<file path="config.mk">
export PLATFORM = sky130hd
export DESIGN_NAME = mse_encoder
export DESIGN_NICKNAME = d
export VERILOG_FILES = /design/src/rtl/mse_pkg.sv /design/src/rtl/mse_split_cell.sv /design/src/rtl/mse_tree.sv /design/src/rtl/mse_encoder.sv
export SDC_FILE = /design/constraint.sdc
export NUM_CORES = 1
export LEC_CHECK = 0
export ABC_AREA = 1
export ABC_CLOCK_PERIOD_IN_PS = 3500
export BUFFER_PORTS_ARGS = -buffer_cell sky130_fd_sc_hd__clkbuf_2
export CORE_UTILIZATION = 30
export DETAILED_ROUTE_END_ITERATION = 16
export PLACE_DENSITY = 0.51
export SLEW_MARGIN = 20
export SYNTH_ARGS = -nofsm -noshare
export SYNTH_HDL_FRONTEND = slang
export SYNTH_SLANG_ARGS = --single-unit
</file>
<file path="constraint.sdc">
create_clock -name clk -period 3.5 [get_ports clk]
set_input_delay 0.175 -clock clk [delete_from_list [all_inputs] [get_ports clk]]
set_output_delay 0.175 -clock clk [all_outputs]
set_load 0.01 [all_outputs]
</file>
<file path="src/rtl/mse_pkg.sv">
package mse_pkg;

   // imbalance record of one splitting cell: which child has had one more unit
   typedef enum logic [1:0] {
      IMB_BAL     = 2'b00,
      IMB_A_AHEAD = 2'b01,
      IMB_B_AHEAD = 2'b10
   } imb_t;

   // bit offset of tree layer l inside the flattened word bus;
   // layer j holds 2**j nodes of (layers-j) bits each
   function automatic int hoff(input int l, input int layers);
      int acc;
      acc = 0;
      for (int j = 0; j < l; j++) acc += (2 ** j) * (layers - j);
      return acc;
   endfunction

endpackage

</file>
<file path="src/rtl/mse_split_cell.sv">
module mse_split_cell
   import mse_pkg::*;
(
   input  logic clk,
   input  logic rst,
   input  logic lsb,     // lowest bit of the truncated binary word
   input  logic ext,     // extra bit of unit weight
   input  logic dith,    // layer dither bit
   output logic ext_a,   // extra bit handed to the lower child
   output logic ext_b    // extra bit handed to the upper child
);

   imb_t imb_q, imb_d;
   logic odd, pair, to_a;

   always_comb begin
      odd   = lsb ^ ext;
      pair  = lsb & ext;
      to_a  = (imb_q == IMB_BAL) ? dith : (imb_q == IMB_B_AHEAD);
      ext_a = pair | (odd & to_a);
      ext_b = pair | (odd & ~to_a);
      imb_d = imb_q;
      if (odd) begin
         if (imb_q == IMB_BAL) imb_d = to_a ? IMB_A_AHEAD : IMB_B_AHEAD;
         else                  imb_d = IMB_BAL;
      end
   end

   always_ff @(posedge clk) begin
      if (rst) imb_q <= IMB_BAL;
      else     imb_q <= imb_d;
   end


   even_hold_chk: assert property (@(posedge clk) disable iff (rst)
      !(lsb ^ ext) |=> imb_q == $past(imb_q));


   bal_follow_chk: assert property (@(posedge clk) disable iff (rst)
      ((lsb ^ ext) && imb_q == IMB_BAL) |=>
         imb_q == ($past(dith) ? IMB_A_AHEAD : IMB_B_AHEAD));


   restore_bal_chk: assert property (@(posedge clk) disable iff (rst)
      ((lsb ^ ext) && imb_q != IMB_BAL) |=> imb_q == IMB_BAL);


   imb_range_chk: assert property (@(posedge clk) disable iff (rst)
      $onehot0(imb_q));

endmodule

</file>
<file path="src/rtl/mse_tree.sv">
module mse_tree
   import mse_pkg::*;
#(
   parameter int LAYERS = 5
) (
   input  logic                 clk,
   input  logic                 rst,
   input  logic [LAYERS-1:0]    root_h,
   input  logic                 root_e,
   input  logic [LAYERS-1:0]    dith,
   output logic [2**LAYERS-1:0] leaf
);

   localparam int N      = 2 ** LAYERS;
   localparam int ENODES = 2 * N - 1;
   localparam int HBITS  = hoff(LAYERS, LAYERS);

   logic [HBITS-1:0]  hbus;
   logic [ENODES-1:0] ebus;

   assign hbus[LAYERS-1:0] = root_h;
   assign ebus[0]          = root_e;

   for (genvar l = 0; l < LAYERS; l++) begin : g_lay
      localparam int K   = LAYERS - l;
      localparam int OFF = hoff(l, LAYERS);
      localparam int NB  = 2 ** l;
      for (genvar b = 0; b < NB; b++) begin : g_blk
         localparam int NODE = NB - 1 + b;
         localparam int CA   = 2 * NODE + 1;
         localparam int CB   = 2 * NODE + 2;

         mse_split_cell u_cell (
            .clk   (clk),
            .rst   (rst),
            .lsb   (hbus[OFF + b*K]),
            .ext   (ebus[NODE]),
            .dith  (dith[l]),
            .ext_a (ebus[CA]),
            .ext_b (ebus[CB])
         );

         if (K > 1) begin : g_pass
            localparam int COFF = hoff(l + 1, LAYERS);
            assign hbus[COFF + (2*b)*(K-1)   +: K-1] = hbus[OFF + b*K + 1 +: K-1];
            assign hbus[COFF + (2*b+1)*(K-1) +: K-1] = hbus[OFF + b*K + 1 +: K-1];
         end
      end
   end

   assign leaf = ebus[ENODES-1:N-1];

endmodule

</file>
<file path="src/rtl/mse_encoder.sv">
module mse_encoder
   import mse_pkg::*;
#(
   parameter int LAYERS = 5
) (
   input  logic                 clk,
   input  logic                 rst,
   input  logic [LAYERS:0]      code_in,
   input  logic [LAYERS-1:0]    dither_in,
   output logic [2**LAYERS-1:0] sel_out
);

   localparam int N = 2 ** LAYERS;

   if (LAYERS < 1 || LAYERS > 8) begin : g_bad_size
      $error("mse_encoder: LAYERS must lie in 1..8");
   end

   logic [LAYERS-1:0] root_h;
   logic              root_e;
   logic [N-1:0]      sel_d, sel_q;
   logic              live_q;

   // full scale is folded into an all-ones word plus the extra unit bit
   assign root_e = code_in[LAYERS];
   assign root_h = code_in[LAYERS] ? {LAYERS{1'b1}} : code_in[LAYERS-1:0];

   mse_tree #(.LAYERS(LAYERS)) u_tree (
      .clk    (clk),
      .rst    (rst),
      .root_h (root_h),
      .root_e (root_e),
      .dith   (dither_in),
      .leaf   (sel_d)
   );

   always_ff @(posedge clk) begin
      if (rst) begin
         sel_q  <= '0;
         live_q <= 1'b0;
      end else begin
         sel_q  <= sel_d;
         live_q <= 1'b1;
      end
   end

   assign sel_out = sel_q;


   code_range_chk: assert property (@(posedge clk) disable iff (rst)
      code_in <= (LAYERS+1)'(N));


   ones_match_chk: assert property (@(posedge clk) disable iff (rst)
      live_q |-> $countones(sel_q) == int'($past(code_in)));


   reset_clear_chk: assert property (@(posedge clk) disable iff (rst)
      $past(rst) |-> sel_q == '0);

endmodule

</file>
# ---- Word level (Yosys, flattened, before mapping)
# Index checks and enable logic that the tools add are counted.
dict set report word_totals {
  ff_bits 94
  output_inout_bits 32
  wordCells 405
}
dict set report classes {
  eq_ne 31
  mux 94
  bitwise_logic 217
  reduce_logical 31
}
# operator count
set op_table {}
lappend op_table {{$mux 2} 62}
lappend op_table {{$and 1x1->1} 93}
lappend op_table {{$eq 2x2->1 const B} 31}
lappend op_table {{$logic_not 2->1} 31}
lappend op_table {{$or 1x1->1} 62}
lappend op_table {{$mux 1} 31}
lappend op_table {{$not 1->1} 31}
lappend op_table {{$xor 1x1->1} 31}
lappend op_table {{$mux 5} 1}

# ---- Logic depth before layout (Yosys ltp)
dict set report logic_depth {
  depth_word 17
  mapped_depth 15
}

# ---- Cells and area by module
# A second synthesis with hierarchy kept.
dict set report hier_totals {
  hier_cells 793
  hier_area_um2 5191.2
}
# module instances cells_each area_each_um2 seq_area_each_um2
set by_module_without_submodules {}
lappend by_module_without_submodules {mse_split_cell 31 21 128.9 40.0}
lappend by_module_without_submodules {mse_encoder 1 110 955.9 640.6}
lappend by_module_without_submodules {mse_tree 1 32 240.2 0.0}

# ---- Worst setup path after synthesis
# No wires, ideal clock.
dict set report synth_path {
  path_kind {register -> register}
  start {register u_tree.g_lay[0].g_blk[0].u_cell.imb_q[0]}
  end {register u_tree.g_lay[4].g_blk[2].u_cell.imb_q[0]}
  setup_time_ps 119
  arrival_ps 2521
  t_required_ps 3381
  slack_ps 860
  stages_incl_launch_ff 15
  path_cell_list {dfxtp_1 o21bai_1 o21ai_0 ha_1 nand3_1 nand2_1 ha_1 o21ai_0 nand2_1 ha_1 inv_1 o21ai_0 ha_1 o21ai_0 a21oi_1}
}
dict set report synth_between {
  elab_chain_cells 14
}
# element line
set synth_rtl {}
lappend synth_rtl {{from (decl)} mse_split_cell.sv:13} ;# imb_t imb_q, imb_d;
lappend synth_rtl {{from (signal assigned)} mse_split_cell.sv:31} ;# else imb_q <= imb_d;
lappend synth_rtl {{$eq 2x2->1 or $logic_not 2->1 (tied branches)} mse_split_cell.sv:19} ;# to_a = (imb_q == IMB_BAL) ? dith : (imb_q == IMB_B_AHEAD);
lappend synth_rtl {{$mux 1 (*)} mse_split_cell.sv:19}
lappend synth_rtl {{$and 1x1->1 (*)} mse_split_cell.sv:20} ;# ext_a = pair | (odd & to_a);
lappend synth_rtl {{$or 1x1->1 (*)} mse_split_cell.sv:20}
lappend synth_rtl {{$xor 1x1->1} mse_split_cell.sv:17} ;# odd = lsb ^ ext;
lappend synth_rtl {{$and 1x1->1} mse_split_cell.sv:20}
lappend synth_rtl {{$or 1x1->1 (*)} mse_split_cell.sv:20}
lappend synth_rtl {{$xor 1x1->1} mse_split_cell.sv:17}
lappend synth_rtl {{$and 1x1->1} mse_split_cell.sv:21} ;# ext_b = pair | (odd & ~to_a);
lappend synth_rtl {{$or 1x1->1 (*)} mse_split_cell.sv:21}
lappend synth_rtl {{$xor 1x1->1} mse_split_cell.sv:17}
lappend synth_rtl {{$and 1x1->1} mse_split_cell.sv:20}
lappend synth_rtl {{$or 1x1->1 (*)} mse_split_cell.sv:20}
lappend synth_rtl {{$xor 1x1->1 (*)} mse_split_cell.sv:17}
lappend synth_rtl {{net u_tree.g_lay[4].g_blk[2].u_cell.odd} mse_split_cell.sv:14} ;# logic odd, pair, to_a;
lappend synth_rtl {{to (signal assigned)} mse_split_cell.sv:31}
lappend synth_rtl {{to (decl)} mse_split_cell.sv:13}
# Mark *: on every way through the listed nets, which the timed path passes. The rest lies on a longest branch.
# A chain may end at the register's enable or synchronous reset.

# ---- Worst setup path in the final report
dict set report layout_path {
  start {register u_tree.g_lay[0].g_blk[0].u_cell.imb_q[0]}
  end {register u_tree.g_lay[4].g_blk[4].u_cell.imb_q[0]}
}
dict set report layout_between {
  elab_chain_cells 14
}
# element line
set layout_rtl {}
lappend layout_rtl {{$eq 2x2->1 or $logic_not 2->1 (tied branches)} mse_split_cell.sv:19}
lappend layout_rtl {{$mux 1 (*)} mse_split_cell.sv:19}
lappend layout_rtl {{$and 1x1->1 (*)} mse_split_cell.sv:20}
lappend layout_rtl {{$or 1x1->1 (*)} mse_split_cell.sv:20}
lappend layout_rtl {{$xor 1x1->1} mse_split_cell.sv:17}
lappend layout_rtl {{$and 1x1->1} mse_split_cell.sv:21}
lappend layout_rtl {{$or 1x1->1 (*)} mse_split_cell.sv:21}
lappend layout_rtl {{$xor 1x1->1} mse_split_cell.sv:17}
lappend layout_rtl {{$and 1x1->1} mse_split_cell.sv:20}
lappend layout_rtl {{$or 1x1->1 (*)} mse_split_cell.sv:20}
lappend layout_rtl {{$xor 1x1->1} mse_split_cell.sv:17}
lappend layout_rtl {{$and 1x1->1} mse_split_cell.sv:20}
lappend layout_rtl {{$or 1x1->1 (*)} mse_split_cell.sv:20}
lappend layout_rtl {{$xor 1x1->1 (*)} mse_split_cell.sv:17}
lappend layout_rtl {{net u_tree.g_lay[4].g_blk[4].u_cell.odd} mse_split_cell.sv:14}
lappend layout_rtl {{to (signal assigned)} mse_split_cell.sv:31}
lappend layout_rtl {{to (decl)} mse_split_cell.sv:13}
# Marked as above.

==> results_dict.tcl <==
set metrics [dict create \
    power_switching_share 0.337 \
    comb_power_share 0.288 \
    fmax_mhz 335 \
    synth_compound_area_frac 0.226 \
    synth_area_per_cell_um2 7.20 \
    dieArea_um2 15200 \
    wl_met1_um 4780 \
    synth_top_cell_area_share 0.427 \
    cp_max_fo 6 \
    synth.distinct_cells 15 \
    synthSimpleGateAreaFrac 0.174 \
    power_per_cell_area_nw_per_um2 692 \
    design.final.nets 692 \
    synth_area_um2 4410 \
    dpl.hpwl_um 6600 \
    core_um2 14100 \
    p_leak_nw 2.38 \
    start_util 0.313 \
    synthXorXnorAreaFrac 0 \
    tns_ns 0 \
    power_frac_seq 0.411 \
    syn_nets 655 \
    yosys_register_bits 94 \
    fp-row-count 43 \
    synth_area_leaders "dfxtp_1, nand2_1, a21oi_1, o21ai_0, ha_1" \
    vias_per_cell 4.65 \
    clock-sinks 94 \
    rsz0062_at_grt "no" \
    p_total_mw 3.52 \
    numPortBuffers 44 \
    grt_pass1_wl_um 16200 \
    fill_cells 1452 \
    grt_overflow 0 \
    synthCells 612 \
    cts-root-buf "clkbuf_16" \
    chipWidth_um 123 \
    top_layer "met4" \
    min_path_type "input port to flip-flop" \
    wl_met2_um 4330 \
    cp_data_required_time_ns 3.78 \
    grt_usage 0.137 \
    clkPwrFrac 0.301 \
    muxShareOfSynthArea 0 \
    synth_top_family_by_area "compound AO/OA/AOI/OAI gates" \
    status "complete, no violations" \
    p_int_mw 2.34 \
    drc 0 \
    insertedDiodeCount 0 \
    min_period_over_period 0.854 \
    worstSetupPathType "flip-flop to flip-flop" \
    cp-end-kind "flip-flop" \
    place_congestion 0.730 \
    period_needed_ns 2.99 \
    grt_pass1_vias 3550 \
    tightest_slew_ns 0.933 \
    clock_path_buffers 2 \
    multiInputGateArea_um2 2140 \
    post_route_cells_drive_above_1_share 0.102 \
    ctsHoldBuffers 0 \
    firstDrtPassIters 5 \
    io_pins 45 \
    met3_length_um 399 \
    cts_tree "built" \
    slew_headroom 0.378 \
    setup_violations 0 \
    first_iter_violations 146 \
    hold_viol 0 \
    h-tree-depth 3 \
    antenna_left 0 \
    cts.clk_slew.worst_paths_ns 0.07 \
    seqCellArea_um2 1880 \
    grt_max_degree 63 \
    ys_seq_area_frac 0.427 \
    wl_um 9600 \
    ys_warn_count 0 \
    clkLatencyLatePin_ns 0.35 \
    ir_drop_mv 0.262 \
    finalMaxSlewViolations 0 \
    wl_per_cell_um 11.5 \
    cp-start-kind "flip-flop" \
    die_h_um 123 \
    route.vias.total 3877 \
    fin_skew_ns 0.0128 \
    fin_hold_ws_ns 0.109 \
    synth-adder-area-share 0.0852 \
    p_sw_mw 1.19 \
    critPathArrivalTime_ns 3.27 \
    area_growth_pct 15.5 \
    antenna_found_initial 0 \
    r2r_setup_slack_ns 0.51 \
    cts_resized 0 \
    numCtsBuffers 9 \
    cap_viol_max_count 0 \
    yosys.area.top_type "dfxtp_1" \
    cts_setup_buffers 0 \
]
==> cell families after synthesis <==
group,Yosys count
flip-flops,94
buffers and inverters,98
adder cells (fa/ha/maj),30
AND/OR/NAND/NOR,196
AO/OA/AOI/OAI,194
==> worst max-delay path: stages, from the launching register on <==
cell	delay [ns]
dfxtp_1	0.32
o21bai_1	0.17
o21ai_0	0.17
ha_1	0.31
nand2_1	0.09
nand2_1	0.06
ha_1	0.37
inv_1	0.05
o21ai_0	0.24
ha_1	0.34
inv_1	0.07
o21ai_0	0.09
ha_1	0.39
o21ai_0	0.11
a21oi_1	0.16
==> synthesized netlist by cell type <==
library cell and number:
clkbuf_1 4, o21ai_1 11, or2_2 4, nand2_1 129, o21ai_0 81, ha_1 30
buf_2 15, inv_2 2, dfxtp_1 94, nand3_1 17, nor2_1 45, nor3_1 1
inv_1 77, a21oi_1 93, o21bai_1 9
==> final timing paths <==
path | endpoint | depth (start not counted) | startpoint
setup / recovery | u_tree.g_lay[4].g_blk[4].u_cell.imb_q[0] | 14 | u_tree.g_lay[0].g_blk[0].u_cell.imb_q[0]
hold / removal | u_tree.g_lay[0].g_blk[0].u_cell.imb_q[0] | 3 | dither_in[0]
setup reg to reg | u_tree.g_lay[4].g_blk[4].u_cell.imb_q[0] | 14 | u_tree.g_lay[0].g_blk[0].u_cell.imb_q[0]
hold reg to reg | u_tree.g_lay[2].g_blk[3].u_cell.imb_q[0] | 2 | u_tree.g_lay[2].g_blk[3].u_cell.imb_q[0]
==> area by class of cell <==
type,count,share of cell area
clock inverter,7,0.0187
sequential,94,0.370
multi-input combinational,420,0.420
inverter,79,0.0583
clock buffer,9,0.0443
timing repair buffer,45,0.0448
tap,180,0.0443
==> sequential cells by signal, summed over array words and instances (netlist names) <==
signal                           count
u_tree.g_lay.g_blk.u_cell.imb_q     62
sel_out                             32
==> per-layer routing <==
layer | global-route usage | up-vias
li1 | - | 2074
met1 | 0.173 | 1740
met2 | 0.226 | 57
met3 | 0.0415 | 6
met4 | 0.0384 | 0
met5 | 0 | -
==> stage by stage <==
| step | area [um2] | setup WS (ns) | cells | util |
|---|---|---|---|---|
| 6_report | 5090 | 0.511 | 834 | 0.361 |
| 4_1_cts | 5090 | 0.504 | 834 | 0.361 |
| 3_3_place_gp | 4770 | 0.605 | 818 | 0.338 |
| 5_1_grt | 5090 | 0.280 | 834 | 0.361 |
| 3_5_place_dp | 4770 | 0.492 | 818 | 0.338 |
| 2_1_floorplan | 4410 | 0.860 | 612 | - |
==> power groups by stage <==
| stage | Clock (mW) | Sequential [mW] | Combinational [mW] |
|---|---|---|---|
| floorplan | 0 | 1.48 | 0.737 |
| global placement | 0 | 1.45 | 0.980 |
| detailed placement | 0 | 1.47 | 1.02 |
| CTS | 1.09 | 1.44 | 1.02 |
| global route | 1.14 | 1.48 | 1.19 |
| finish | 1.06 | 1.45 | 1.01 |
==> cell usage in the layout, fill, tap and decap left out <==
master      count
a21oi_1        93
buf_4           1
bufinv_16       2
clkbuf_16       9
clkbuf_2       44
clkinv_2        2
clkinvlp_4      1
dfxtp_1        94
ha_1           30
inv_1          77
inv_2           2
inv_6           2
nand2_1       129
nand3_1        17
nor2_1         45
nor3_1          1
o21ai_0        81
o21ai_1        11
o21bai_1        9
or2_2           4
(Power assumes the default switching activity.)
